--- config.mk ---
export PLATFORM = sky130hd
export DESIGN_NAME = txq_pair_arbiter
export DESIGN_NICKNAME = d
export VERILOG_FILES = /design/src/rtl/txq_arb_pkg.sv /design/src/rtl/txq_ratio_clamp.sv /design/src/rtl/txq_run_counter.sv /design/src/rtl/txq_arb_fsm.sv /design/src/rtl/txq_pair_arbiter.sv
export SDC_FILE = /design/constraint.sdc
export NUM_CORES = 1
export LEC_CHECK = 0
export ABC_AREA = 0
export ABC_CLOCK_PERIOD_IN_PS = 1950
export BUFFER_PORTS_ARGS = -buffer_cell sky130_fd_sc_hd__clkbuf_2
export CORE_AREA = 2 2 39 41
export CTS_CLUSTER_DIAMETER = 60
export DETAILED_ROUTE_END_ITERATION = 16
export DIE_AREA = 0 0 41 43
export PLACE_DENSITY = 0.66
export RECOVER_POWER = 50
export SYNTH_ARGS = -nofsm -noshare
export SYNTH_HDL_FRONTEND = slang
export SYNTH_HIERARCHICAL = 1
export SYNTH_SLANG_ARGS = --single-unit
--- constraint.sdc ---
create_clock -name clk_i -period 1.95 [get_ports clk_i]
set_input_delay 0.2925 -clock clk_i [delete_from_list [all_inputs] [get_ports clk_i]]
set_output_delay 0.2925 -clock clk_i [all_outputs]
set_load 0.02 [all_outputs]
--- src/rtl/txq_arb_pkg.sv ---
package txq_arb_pkg;

    typedef enum logic [1:0] {
        ARB_IDLE   = 2'd0,
        ARB_SERVE0 = 2'd1,
        ARB_SERVE1 = 2'd2
    } arb_state_t;

    localparam int NUM_Q = 2;

endpackage

--- src/rtl/txq_ratio_clamp.sv ---
module txq_ratio_clamp #(
    parameter int RATIO_W   = 4,
    parameter int RATIO_MIN = 2,
    parameter int RATIO_MAX = 8,
    parameter int CNT_W     = $clog2(RATIO_MAX + 1)
) (
    input  logic [RATIO_W-1:0] ratio_raw_i,
    output logic [CNT_W-1:0]   ratio_eff_o
);

    always_comb begin
        if (ratio_raw_i < RATIO_W'(RATIO_MIN)) begin
            ratio_eff_o = CNT_W'(RATIO_MIN);
        end else if (ratio_raw_i > RATIO_W'(RATIO_MAX)) begin
            ratio_eff_o = CNT_W'(RATIO_MAX);
        end else begin
            ratio_eff_o = CNT_W'(ratio_raw_i);
        end
    end

    // the effective run length never leaves the legal window
    always_comb begin
        a_r7_clamp_window: assert (ratio_eff_o >= CNT_W'(RATIO_MIN) &&
                                   ratio_eff_o <= CNT_W'(RATIO_MAX))
            else $error("effective ratio out of range");
    end

endmodule

--- src/rtl/txq_run_counter.sv ---
module txq_run_counter #(
    parameter int RATIO_MAX = 8,
    parameter int CNT_W     = $clog2(RATIO_MAX + 1)
) (
    input  logic             clk_i,
    input  logic             rst_ni,
    input  logic             fire_i,
    input  logic             pick_q1_i,
    input  logic [CNT_W-1:0] ratio_eff_i,
    output logic             turn_due_o
);

    localparam logic [CNT_W-1:0] CNT_TOP = CNT_W'(RATIO_MAX);

    logic [CNT_W-1:0] run_q;
    logic [CNT_W-1:0] run_d;

    always_comb begin
        run_d = run_q;
        if (fire_i) begin
            if (pick_q1_i) begin
                run_d = '0;
            end else if (run_q < CNT_TOP) begin
                run_d = run_q + CNT_W'(1);
            end
        end
    end

    always_ff @(posedge clk_i or negedge rst_ni) begin
        if (!rst_ni) begin
            run_q <= '0;
        end else begin
            run_q <= run_d;
        end
    end

    assign turn_due_o = (run_q >= ratio_eff_i);

    // the run counter saturates instead of wrapping
    a_r8_run_saturates: assert property (@(posedge clk_i) disable iff (!rst_ni)
        run_q <= CNT_TOP)
        else $error("run counter beyond its ceiling");

    // a queue 1 grant leaves the counter clear
    a_r6_clear_on_q1: assert property (@(posedge clk_i) disable iff (!rst_ni)
        (fire_i && pick_q1_i) |=> (run_q == '0))
        else $error("run counter not cleared by queue 1 grant");

endmodule

--- src/rtl/txq_arb_fsm.sv ---
module txq_arb_fsm
    import txq_arb_pkg::*;
(
    input  logic             clk_i,
    input  logic             rst_ni,
    input  logic [NUM_Q-1:0] req_i,
    input  logic             wmode_i,
    input  logic             turn_due_i,
    input  logic             pkt_done_i,
    output logic             fire_o,
    output logic             pick_q1_o,
    output logic [NUM_Q-1:0] grant_o
);

    arb_state_t state_q;
    arb_state_t state_d;
    logic       arb_point;
    logic       any_req;

    assign any_req   = |req_i;
    assign arb_point = (state_q == ARB_IDLE) || pkt_done_i;
    assign pick_q1_o = req_i[1] && (!req_i[0] || (wmode_i && turn_due_i));
    assign fire_o    = arb_point && any_req;

    always_comb begin
        state_d = state_q;
        unique case (state_q)
            ARB_IDLE: begin
                if (any_req) begin
                    state_d = pick_q1_o ? ARB_SERVE1 : ARB_SERVE0;
                end
            end
            ARB_SERVE0, ARB_SERVE1: begin
                if (pkt_done_i) begin
                    if (!any_req) begin
                        state_d = ARB_IDLE;
                    end else begin
                        state_d = pick_q1_o ? ARB_SERVE1 : ARB_SERVE0;
                    end
                end
            end
            default: state_d = ARB_IDLE;
        endcase
    end

    always_ff @(posedge clk_i or negedge rst_ni) begin
        if (!rst_ni) begin
            state_q <= ARB_IDLE;
        end else begin
            state_q <= state_d;
        end
    end

    always_comb begin
        unique case (state_q)
            ARB_IDLE:   grant_o = 2'b00;
            ARB_SERVE0: grant_o = 2'b01;
            ARB_SERVE1: grant_o = 2'b10;
            default:    grant_o = 2'b00;
        endcase
    end

    // at most one queue holds the grant
    a_r2_onehot_grant: assert property (@(posedge clk_i) disable iff (!rst_ni)
        $onehot0(grant_o))
        else $error("grant not one-hot");

    // a grant is held until the done pulse
    a_r3_hold_until_done: assert property (@(posedge clk_i) disable iff (!rst_ni)
        (grant_o != 2'b00 && !pkt_done_i) |=> $stable(grant_o))
        else $error("grant moved without done");

    // strict mode with queue 0 waiting grants queue 0
    a_r4_strict_q0_first: assert property (@(posedge clk_i) disable iff (!rst_ni)
        (arb_point && !wmode_i && req_i[0]) |=> (grant_o == 2'b01))
        else $error("strict mode passed over queue 0");

    // a lone queue 1 request is granted at once
    a_r8_q1_alone: assert property (@(posedge clk_i) disable iff (!rst_ni)
        (arb_point && req_i == 2'b10) |=> (grant_o == 2'b10))
        else $error("lone queue 1 not granted");

    // no request at an arbitration point leaves the block idle
    a_r10_idle_when_empty: assert property (@(posedge clk_i) disable iff (!rst_ni)
        (arb_point && !any_req) |=> (grant_o == 2'b00))
        else $error("grant issued with no request");

endmodule

--- src/rtl/txq_pair_arbiter.sv ---
module txq_pair_arbiter
    import txq_arb_pkg::*;
#(
    parameter int RATIO_W   = 4,
    parameter int RATIO_MIN = 2,
    parameter int RATIO_MAX = 8
) (
    input  logic               clk_i,
    input  logic               rst_ni,
    input  logic [1:0]         q_req_i,
    input  logic               wmode_i,
    input  logic [RATIO_W-1:0] ratio_i,
    input  logic               pkt_done_i,
    output logic [1:0]         q_grant_o
);

    localparam int CNT_W = $clog2(RATIO_MAX + 1);

    logic [CNT_W-1:0] ratio_eff;
    logic             turn_due;
    logic             fire;
    logic             pick_q1;

    txq_ratio_clamp #(
        .RATIO_W   (RATIO_W),
        .RATIO_MIN (RATIO_MIN),
        .RATIO_MAX (RATIO_MAX),
        .CNT_W     (CNT_W)
    ) u_clamp (
        .ratio_raw_i (ratio_i),
        .ratio_eff_o (ratio_eff)
    );

    txq_run_counter #(
        .RATIO_MAX (RATIO_MAX),
        .CNT_W     (CNT_W)
    ) u_run (
        .clk_i       (clk_i),
        .rst_ni      (rst_ni),
        .fire_i      (fire),
        .pick_q1_i   (pick_q1),
        .ratio_eff_i (ratio_eff),
        .turn_due_o  (turn_due)
    );

    txq_arb_fsm u_fsm (
        .clk_i      (clk_i),
        .rst_ni     (rst_ni),
        .req_i      (q_req_i),
        .wmode_i    (wmode_i),
        .turn_due_i (turn_due),
        .pkt_done_i (pkt_done_i),
        .fire_o     (fire),
        .pick_q1_o  (pick_q1),
        .grant_o    (q_grant_o)
    );

    // weighted mode hands the turn to queue 1 once the run is complete
    a_r6_weighted_turn: assert property (@(posedge clk_i) disable iff (!rst_ni)
        (fire && wmode_i && q_req_i == 2'b11 && turn_due) |=> (q_grant_o == 2'b10))
        else $error("weighted turn not given to queue 1");

    // in strict mode queue 1 only wins when queue 0 is silent
    a_r5_strict_q1_only_alone: assert property (@(posedge clk_i) disable iff (!rst_ni)
        (fire && !wmode_i && pick_q1) |-> !q_req_i[0])
        else $error("queue 1 picked over waiting queue 0 in strict mode");

endmodule

== Yosys cells after proc, flatten, opt, wreduce, memory -nomap -nowiden ==
Cells that the tools add are included.
Word-level totals
  output and inout port bits: 2
  input port bits: 10
  word-level logic and storage cells: 33
  flip-flop bits (word level): 6
Operators by class
  reductions and logical operators: 12
  equality and inequality tests: 4
  $lt $le $gt $ge: 4
  mux-type cells: 10
  $add $sub $neg: 1
Operators with widths (count)
  two-way mux 4 bit: 4
  two-way mux 2 bit: 4
  case mux 2 bit (2 select lines): 2
  adder 4 x 1 -> 4 bit (second input constant): 1
  greater-or-equal comparator 4 bit: 1
  > comparator 4 bit (second input constant): 1
  < comparator 4 x 2 -> 1 bit (second input constant): 1
  < comparator 4 bit (second input constant): 1
  AND reduction 2 bit: 2
  OR reduction 2 bit: 2
  logical AND 1 bit: 3
  equality test 2 x 1 -> 1 bit (second input constant): 1
  equality test 2 bit (second input constant): 1
  logical NOT 2 bit: 1
  logical OR 1 bit: 2
  inequality test 2 x 1 -> 1 bit (second input constant): 1
  inequality test 2 bit (second input constant): 1
  nonzero test 2 bit: 1
  logical NOT 1 bit: 1

== Longest topological paths before layout ==
Gate-level depths: netlist (run 1).
  depth in word-level cells: 11
  mapped depth: 9
  depth with buffers taken out: 9

== Hierarchy ==
The synthesis (run 1) kept the hierarchy.
By module, submodules not included
  txq_run_counter: seq. area each 100.1 um^2, instances 1, cells an instance 31, area an instance 320.3 um^2
  txq_arb_fsm: seq. area each 50.0 um^2, instances 1, cells an instance 21, area an instance 196.4 um^2
  txq_ratio_clamp: seq. area each 0.0 um^2, instances 1, cells an instance 6, area an instance 37.5 um^2

== Worst setup path before layout (run 1) ==
No wires, ideal clock.
  kind: input-to-reg
  from: input port ratio_i[2]
  to: register u_run.run_q[3]
  path buffers: 0
  data required time: 1.872 ns
  library setup time: 0.078 ns
  arrival time: 1.771 ns
  slack: 0.102 ns
  cell stages on the path: 9
  cells stage by stage: nor2_1 nor3b_2 ha_1 nand2b_4 a2111oi_4 nor3_1 a21boi_1 and2b_2 a21oi_1
On the way
  cells in the longest elaborated chain, start to end: 9
  elaborated cells between the ends (all ways): 11
  those cells by class: 3 x order compare; 3 x mux; 5 x reduce/logical
Ends and longest elaborated chain
  start: declaration: line txq_pair_arbiter.sv:12  | input logic [RATIO_W-1:0] ratio_i,
  > comparator 4 bit: line txq_ratio_clamp.sv:14  | end else if (ratio_raw_i > RATIO_W'(RATIO_MAX)) begin
  two-way mux 4 bit: line txq_ratio_clamp.sv:14
  two-way mux 4 bit (*): line txq_ratio_clamp.sv:12  | if (ratio_raw_i < RATIO_W'(RATIO_MIN)) begin
  via ratio_eff[0]: line txq_pair_arbiter.sv:19  | logic [CNT_W-1:0] ratio_eff;
  greater-or-equal comparator 4 bit (*): line txq_run_counter.sv:37  | assign turn_due_o = (run_q >= ratio_eff_i);
  via turn_due: line txq_pair_arbiter.sv:20  | logic turn_due;
  logical AND 1 bit (*): line txq_arb_fsm.sv:22  | assign pick_q1_o = req_i[1] && (!req_i[0] || (wmode_i && turn_due_i));
  logical OR 1 bit (*): line txq_arb_fsm.sv:22
  logical AND 1 bit (*): line txq_arb_fsm.sv:22
  via pick_q1: line txq_pair_arbiter.sv:22  | logic pick_q1;
  nonzero test 2 bit (no line)
  AND reduction 2 bit (no line)
  end signal: assignment: line txq_run_counter.sv:33  | run_q <= run_d;
  end: declaration: line txq_run_counter.sv:15  | logic [CNT_W-1:0] run_q;
The timed path passes the listed nets; every way through them passes the cells marked *.
A chain may end at the register's enable or synchronous reset.

== Final worst setup path (run 1) ==
  from: register u_run.run_q[0]
  to: register u_run.run_q[2]
On the way
  cells in the longest elaborated chain, start to end: 6
  elaborated cells between the ends (all ways): 10
  those cells by class: 1 x add/sub; 2 x order compare; 2 x mux; 5 x reduce/logical
Ends and longest elaborated chain (line)
  greater-or-equal comparator 4 bit (*): txq_run_counter.sv:37
  via turn_due: txq_pair_arbiter.sv:20
  logical AND 1 bit (*): txq_arb_fsm.sv:22
  logical OR 1 bit (*): txq_arb_fsm.sv:22
  logical AND 1 bit (*): txq_arb_fsm.sv:22
  via pick_q1: txq_pair_arbiter.sv:22
  nonzero test 2 bit (no line)
  AND reduction 2 bit (no line)
The timed path passes the listed nets; every way through them passes the cells marked *. The select of a mux whose other input is x is not followed.

==> impl_metrics.csv, run 1 <==
group,metric,value,unit
run_status,outcome,"finished clean",
critical_path,crit_start,"u_run/run_q[0]",
floorplanning,die_h,43,µm
clocking,cts_sinks,6,
detailed_routing,wl_per_cell,10.59,µm
critical_path,crit_end,"u_run/run_q[2]",
min_path,worstHoldPathType,"primary input to register",
timing,whs,0.4104,ns
synthesis,synth_edf_count,0,
grt,grt_pass1_wl,1669,µm
timing,finalHoldViolCount,0,
min_path,hold_depth,3,
synthesis,postSynthCellCount,58,
synthesis,yosysTopAreaCell,"dfrtp_1",
clocking,root_buffer,"clkbuf_4",
timing,drv_slew,0,
critical_path,slowest_stage,"dfrtp_1",
synthesis,ys_ff_latch,6,
synthesis,seq_area_frac_synth,27.09,%
placement,io_buffers,11,
pwr,p_leak,0.3648,nW
final_layout,fill_cells,132,
clocking,cts_buffers,3,
grt,grt_overflow_total,0,
synthesis,ys_types,24,
synthesis,synth.area.mux_share,5.418,%
synthesis,yosysWarnings,6,
critical_path,crit_path_end_kind,"register",
grt,grt_max_degree,8,
timing,slew_headroom,80.05,%
clocking,clk_latency,0.23,ns
pwr,total_power,976.1,µW
final_layout,stdcell_area,714.4,µm²
clocking,clkSlewWorstSetupHoldPaths,0.04,ns
detailed_routing,ant_nets,0,
timing,layout_setup_ws,0.1427,ns
pwr,ir_drop,0.0005455,V
critical_path,worstSetupPathType,"register to register",
critical_path,r2r-start,"u_run/run_q[0]",
critical_path,worstPathMaxFanout,5,
synthesis,async_flop_share,100.0,%
final_layout,final_cell_mix,"9 x clkbuf_2, 9 x inv_1, 9 x ha_1, 6 x nor2_1, 6 x dfrtp_1",
synthesis,synth_area_per_cell,9.557,µm²
placement,dp.final_hpwl,769.9,µm
final_layout,layout-drive-gt1-share,35.06,%
clocking,clock_path_buffers,2,
critical_path,r2r_slack,0.14,ns
detailed_routing,dr_total_vias,477,
timing,worstMarginPinSlew,0.2992,ns
timing,fin_skew,0.002892,ns
detailed_routing,routed_wl,985,µm
floorplanning,coreArea,1384,µm²
synthesis,synth_area,554.3,µm²
grt,grt_pass1_vias,432,
final_layout,finalNetCount,98,
synthesis,syn-num-nets,77,
timing,rsz0062_at_grt,"false",
synthesis,synth_top_family_by_area,"simple AND/OR/NAND/NOR gates",
floorplanning,dieArea,1763,µm²
synthesis,synthAdderAreaFrac,20.32,%
min_path,hold_start,"q_req_i[1]",
final_layout,fin_util,51.63,%
critical_path,cp-start-kind,"register",
detailed_routing,viasPerCell,5.129,
detailed_routing,drc,0,
floorplanning,rows,14,
critical_path,r2r_end,"u_run/run_q[2]",
final_layout,area_growth,28.89,%
detailed_routing,drt-pass1-iter-count,4,
placement,dpl_worst_slack,-0.1283,ns
placement,place.gp.congestion,0.7296,
grt,grt_usage,13.78,%
synthesis,synth_compound_area_share,18.51,%
timing,fmax,0.5533,GHz
clocking,htreeDepth,1,
placement,placed_area,655.6,µm²
clocking,cts_tree,"done",
run,maxCapViolations,0,
critical_path,slowest_delay,0.36,ns
timing,min_period,1.807,ns
synthesis,synth.area.top_cells,"dfrtp_1 27%, ha_1 20%, inv_1 6.8%",
floorplanning,pin_count,12,
critical_path,worstPathArrival,1.96,ns
critical_path,crit_chain,"inv_2, ha_1, nand2b_4, a2111oi_4, nor3_2, a21boi_1, and2b_2, o22ai_1",
timing,finalCritPeriodShare,92.68,%
grt,antenna_found_initial,0,
floorplanning,die_x,41,µm
synthesis,synthSimpleGateAreaFrac,21.22,%
critical_path,reg2regPathDepth,8,
detailed_routing,drt_first_iter_violations,5,
pwr,power_density,1366,nW/µm²
synthesis,synth_top_flop_cell,"dfrtp_1",
synthesis,yosysTopAreaCellShare,27.09,%
floorplanning,initial_core_util,40.05,%
final_layout,n_antenna_cell,0,
synthesis,synthXorXnorAreaFrac,0,%
timing,setup_viol_count_final,0,
critical_path,cp.required,2.10,ns
## Yosys cell counts, drive strengths merged (2+ instances only)
master	number
a21oi	3
dfrtp	6
ha	9
inv	10
mux2i	3
nand2b	2
nor2	6
nor2b	2
nor3	2
o22ai	3
## routing by layer
metal | track usage (%) | vias to the layer above | part of all wire, %
met5 | 0 | - | 0
met4 | 8.000 | 0 | 1.0
met1 | 18.54 | 221 | 45
li1 | - | 246 | -
met3 | 3.141 | 2 | 3.4
met2 | 19.38 | 8 | 51
## cell type report
class / count / area [µm²] / share of cell area (%)
multi-input combinational: 41 / 384.1 / 53.77
sequential: 6 / 150.1 / 21.02
timing repair buffer: 17 / 100.1 / 14.01
inverter: 10 / 37.54 / 5.254
clock buffer: 3 / 22.52 / 3.152
tap: 16 / 20.02 / 2.802
## cell families (layout without fill, tap and decap cells)
logic type / Yosys count / after routing
DFF: 6 / 6
AOI/OAI and AO/OA: 12 / 12
muxes: 3 / 3
adders and majority gates: 9 / 9
buffers and inverters: 11 / 30
and+or+nand+nor: 17 / 17
## where the power goes
part           switching [mW]  internal, mW  total, mW  leakage, nW
clock network          0.0380        0.0692      0.107       0.0138
registers              0.0630         0.185      0.248       0.0763
logic                   0.303         0.318      0.621        0.275
total                   0.404         0.572      0.976        0.365
## registers in the layout, summed over array words and instances, names as in the netlist
register	flops
u_fsm/state_q	2
u_run/run_q	4
## critical path: cells and delay by family, from the launching register on
kind | cells | cell delay [ns]
AO/OA/AOI/OAI | 3 | 0.57
adder cells (fa/ha/maj) | 1 | 0.26
AND/OR/NAND/NOR | 3 | 0.49
flip-flops | 1 | 0.36
buffers and inverters | 1 | 0.05
## worst min-delay path by stage
stage                             endpoint  slack (ns)
final                     u_fsm/state_q[1]        0.41
after floorplan           u_fsm/state_q[0]      -0.003
after global placement      u_run/run_q[0]        0.12
after CTS                   u_run/run_q[0]        0.41
after global routing      u_fsm/state_q[1]        0.42
after detailed placement    u_run/run_q[0]        0.13
## through the flow
| stage | TNS, ns | instances |
|---|---|---|
| finish | 0 | 93 |
| global route | 0 | 93 |
| CTS | 0 | 92 |
| detailed placement | -0.6587 | 88 |
| global placement | -0.4845 | 88 |
| floorplan | 0 | 58 |
## what timing repair did
| item | 4_1_cts | 5_1_grt |
|---|---|---|
| endpoints found under the setup margin | 0 | 6 |
| endpoints found under the hold margin | 6 | 0 |
| resized for setup | 0 | 5 |
| hold buffers | 1 | 0 |
| setup buffers | 0 | 1 |
No activity file was read; power rests on OpenSTA's default activity.
==> run 2, diff against run 1 <==
==> constraint.sdc (replaced) <==
create_clock -name clk_i -period 1.95 [get_ports clk_i]
set_input_delay 0.195 -clock clk_i [delete_from_list [all_inputs] [get_ports clk_i]]
set_output_delay 0.195 -clock clk_i [all_outputs]
set_load 0.02 [all_outputs]
==> run 2 against run 1 <==
Net effect:
- die area did not move
- critical path depth did not move
- design area rose by 4.0%
- flip-flop and latch count did not move
- first-iteration DRC count fell by 100%
- global-route usage fell by 0.78 points
- worst setup slack got worse by 0.031 ns
- combinational power rose by 9.2%
- wire length rose by 5.6%
- via count fell by 2.1%
- power rose by 5.4%
- critical endpoint is now u_fsm/state_q[1]
- largest cell class unchanged
- largest power group unchanged
- highest routed layer is now met3
==> impl_metrics.csv, run 2 (same netlist as run 1, synthesis figures left out) <==
group,metric,value,unit
timing,finalHoldViolCount,0,
detailed_routing,routed_wl,1040,µm
clocking,htreeDepth,1,
clocking,cts_tree,"done",
timing,final.setup.tns,0,ns
run,maxCapViolations,0,
detailed_routing,drt-pass1-iter-count,1,
grt,grt_pass1_wl,1614,µm
placement,placed_area,655.6,µm²
detailed_routing,drt_first_iter_violations,0,
detailed_routing,viasPerCell,5.022,
timing,finalCritPeriodShare,94.27,%
final_layout,largest_reg_flops,4,
pwr,power_density,1385,nW/µm²
clocking,clk_latency,0.23,ns
final_layout,area_growth,34.09,%
critical_path,crit_path_end_kind,"register",
clocking,clkSlewWorstSetupHoldPaths,0.04,ns
final_layout,finalNetCount,98,
final_layout,final_cell_mix,"9 x clkbuf_2, 9 x inv_1, 8 x ha_1, 6 x dfrtp_1",
critical_path,cp-start-kind,"register",
floorplanning,pin_count,12,
final_layout,largest_register,"u_run/run_q",
floorplanning,die_x,41,µm
pwr,ir_drop,0.0007304,V
timing,setup_viol_count_final,0,
grt,antenna_found_initial,0,
placement,dp.final_hpwl,774.1,µm
final_layout,n_antenna_cell,0,
timing,fmax,0.5440,GHz
final_layout,fill_cells,135,
clocking,root_buffer,"clkbuf_4",
final_layout,top_regs,"u_run/run_q x4, u_fsm/state_q x2",
grt,grt_usage,12.99,%
critical_path,worstPathMaxFanout,3,
detailed_routing,drc,0,
floorplanning,dieArea,1763,µm²
timing,whs,0.3529,ns
run_status,outcome,"finished clean",
critical_path,worstPathArrival,1.98,ns
floorplanning,initial_core_util,40.05,%
timing,slew_headroom,76.94,%
timing,fin_skew,0.003249,ns
min_path,worstHoldPathType,"primary input to register",
placement,place.gp.congestion,0.6928,
clocking,cts_buffers,3,
detailed_routing,ant_nets,0,
timing,drv_slew,0,
final_layout,layout-drive-gt1-share,40.26,%
critical_path,worstSetupPathType,"register to register",
pwr,total_power,1.029,mW
timing,min_period,1.838,ns
pwr,p_leak,0.3689,nW
placement,io_buffers,11,
timing,worstMarginPinSlew,0.3456,ns
grt,grt_overflow_total,0,
floorplanning,rows,14,
grt,grt_pass1_vias,435,
detailed_routing,dr_total_vias,467,
grt,grt_max_degree,8,
clocking,clock_path_buffers,2,
final_layout,stdcell_area,743.2,µm²
floorplanning,coreArea,1384,µm²
floorplanning,die_h,43,µm
critical_path,cp.required,2.10,ns
detailed_routing,wl_per_cell,11.18,µm
clocking,cts_sinks,6,
run 2: final cells by class:
| cell class | instances | area [µm²] | share of cell area (%) |
|---|---|---|---|
| Clock buffer | 3 | 22.52 | 3.030 |
| Inverter | 10 | 37.54 | 5.051 |
| Multi-Input combinational cell | 41 | 412.9 | 55.56 |
| Sequential cell | 6 | 150.1 | 20.20 |
| Tap cell | 16 | 20.02 | 2.694 |
| Timing Repair Buffer | 17 | 100.1 | 13.47 |
run 2: where the power goes:
group | internal (mW) | switching, mW | total [mW]
Sequential | 0.185 | 0.0585 | 0.244
Combinational | 0.342 | 0.336 | 0.678
Clock | 0.0692 | 0.0379 | 0.107
Total | 0.597 | 0.432 | 1.03
run 2: worst max-delay path, cell delays in order, from the launching register on:
cell,delay (ns)
dfrtp_1,0.38
inv_2,0.06
ha_4,0.25
nand2b_4,0.12
a2111oi_4,0.06
nor3_2,0.11
a21boi_1,0.09
or4b_1,0.51
mux2i_1,0.17
run 2: layer usage:
| metal | GRT usage (%) | wire length [µm] | vias up |
|---|---|---|---|
| met5 | 0 | 0 | - |
| met4 | 4.000 | 0 | 0 |
| met3 | 1.571 | 33 | 0 |
| met2 | 22.81 | 576 | 8 |
| met1 | 15.33 | 431 | 217 |
| li1 | - | - | 242 |
run 2: metrics by stage:
step           utilization [%]  std cells  worst slack, ns
2_1_floorplan                -         58           0.1403
3_3_place_gp             47.38         88         -0.05696
3_5_place_dp             47.38         88         -0.06681
4_1_cts                  49.73         92         0.003422
5_1_grt                  53.71         93         -0.02697
6_report                 53.71         93           0.1117
run 2: path summary, 6_finish.rpt:
check / from / end / slack, ns / depth (start not counted)
setup / recovery: u_run/run_q[0] / u_fsm/state_q[1] / 0.11 / 8
min in group asynchronous: rst_ni / u_run/run_q[3] / 0.36 / 2
hold reg to reg: u_fsm/state_q[0] / u_fsm/state_q[0] / 0.57 / 1
max in group asynchronous: rst_ni / u_run/run_q[0] / 1.37 / 2
setup reg to reg: u_run/run_q[0] / u_fsm/state_q[1] / 0.11 / 8
hold / removal: q_req_i[1] / u_fsm/state_q[1] / 0.35 / 3
run 2: timing repair:
item                       in CTS  in global routing
gates resized for setup         0                 10
hold buffers                    1                  0
setup buffers                   0                  1
hold endpoints to repair        6                  0
setup endpoints to repair       0                  6
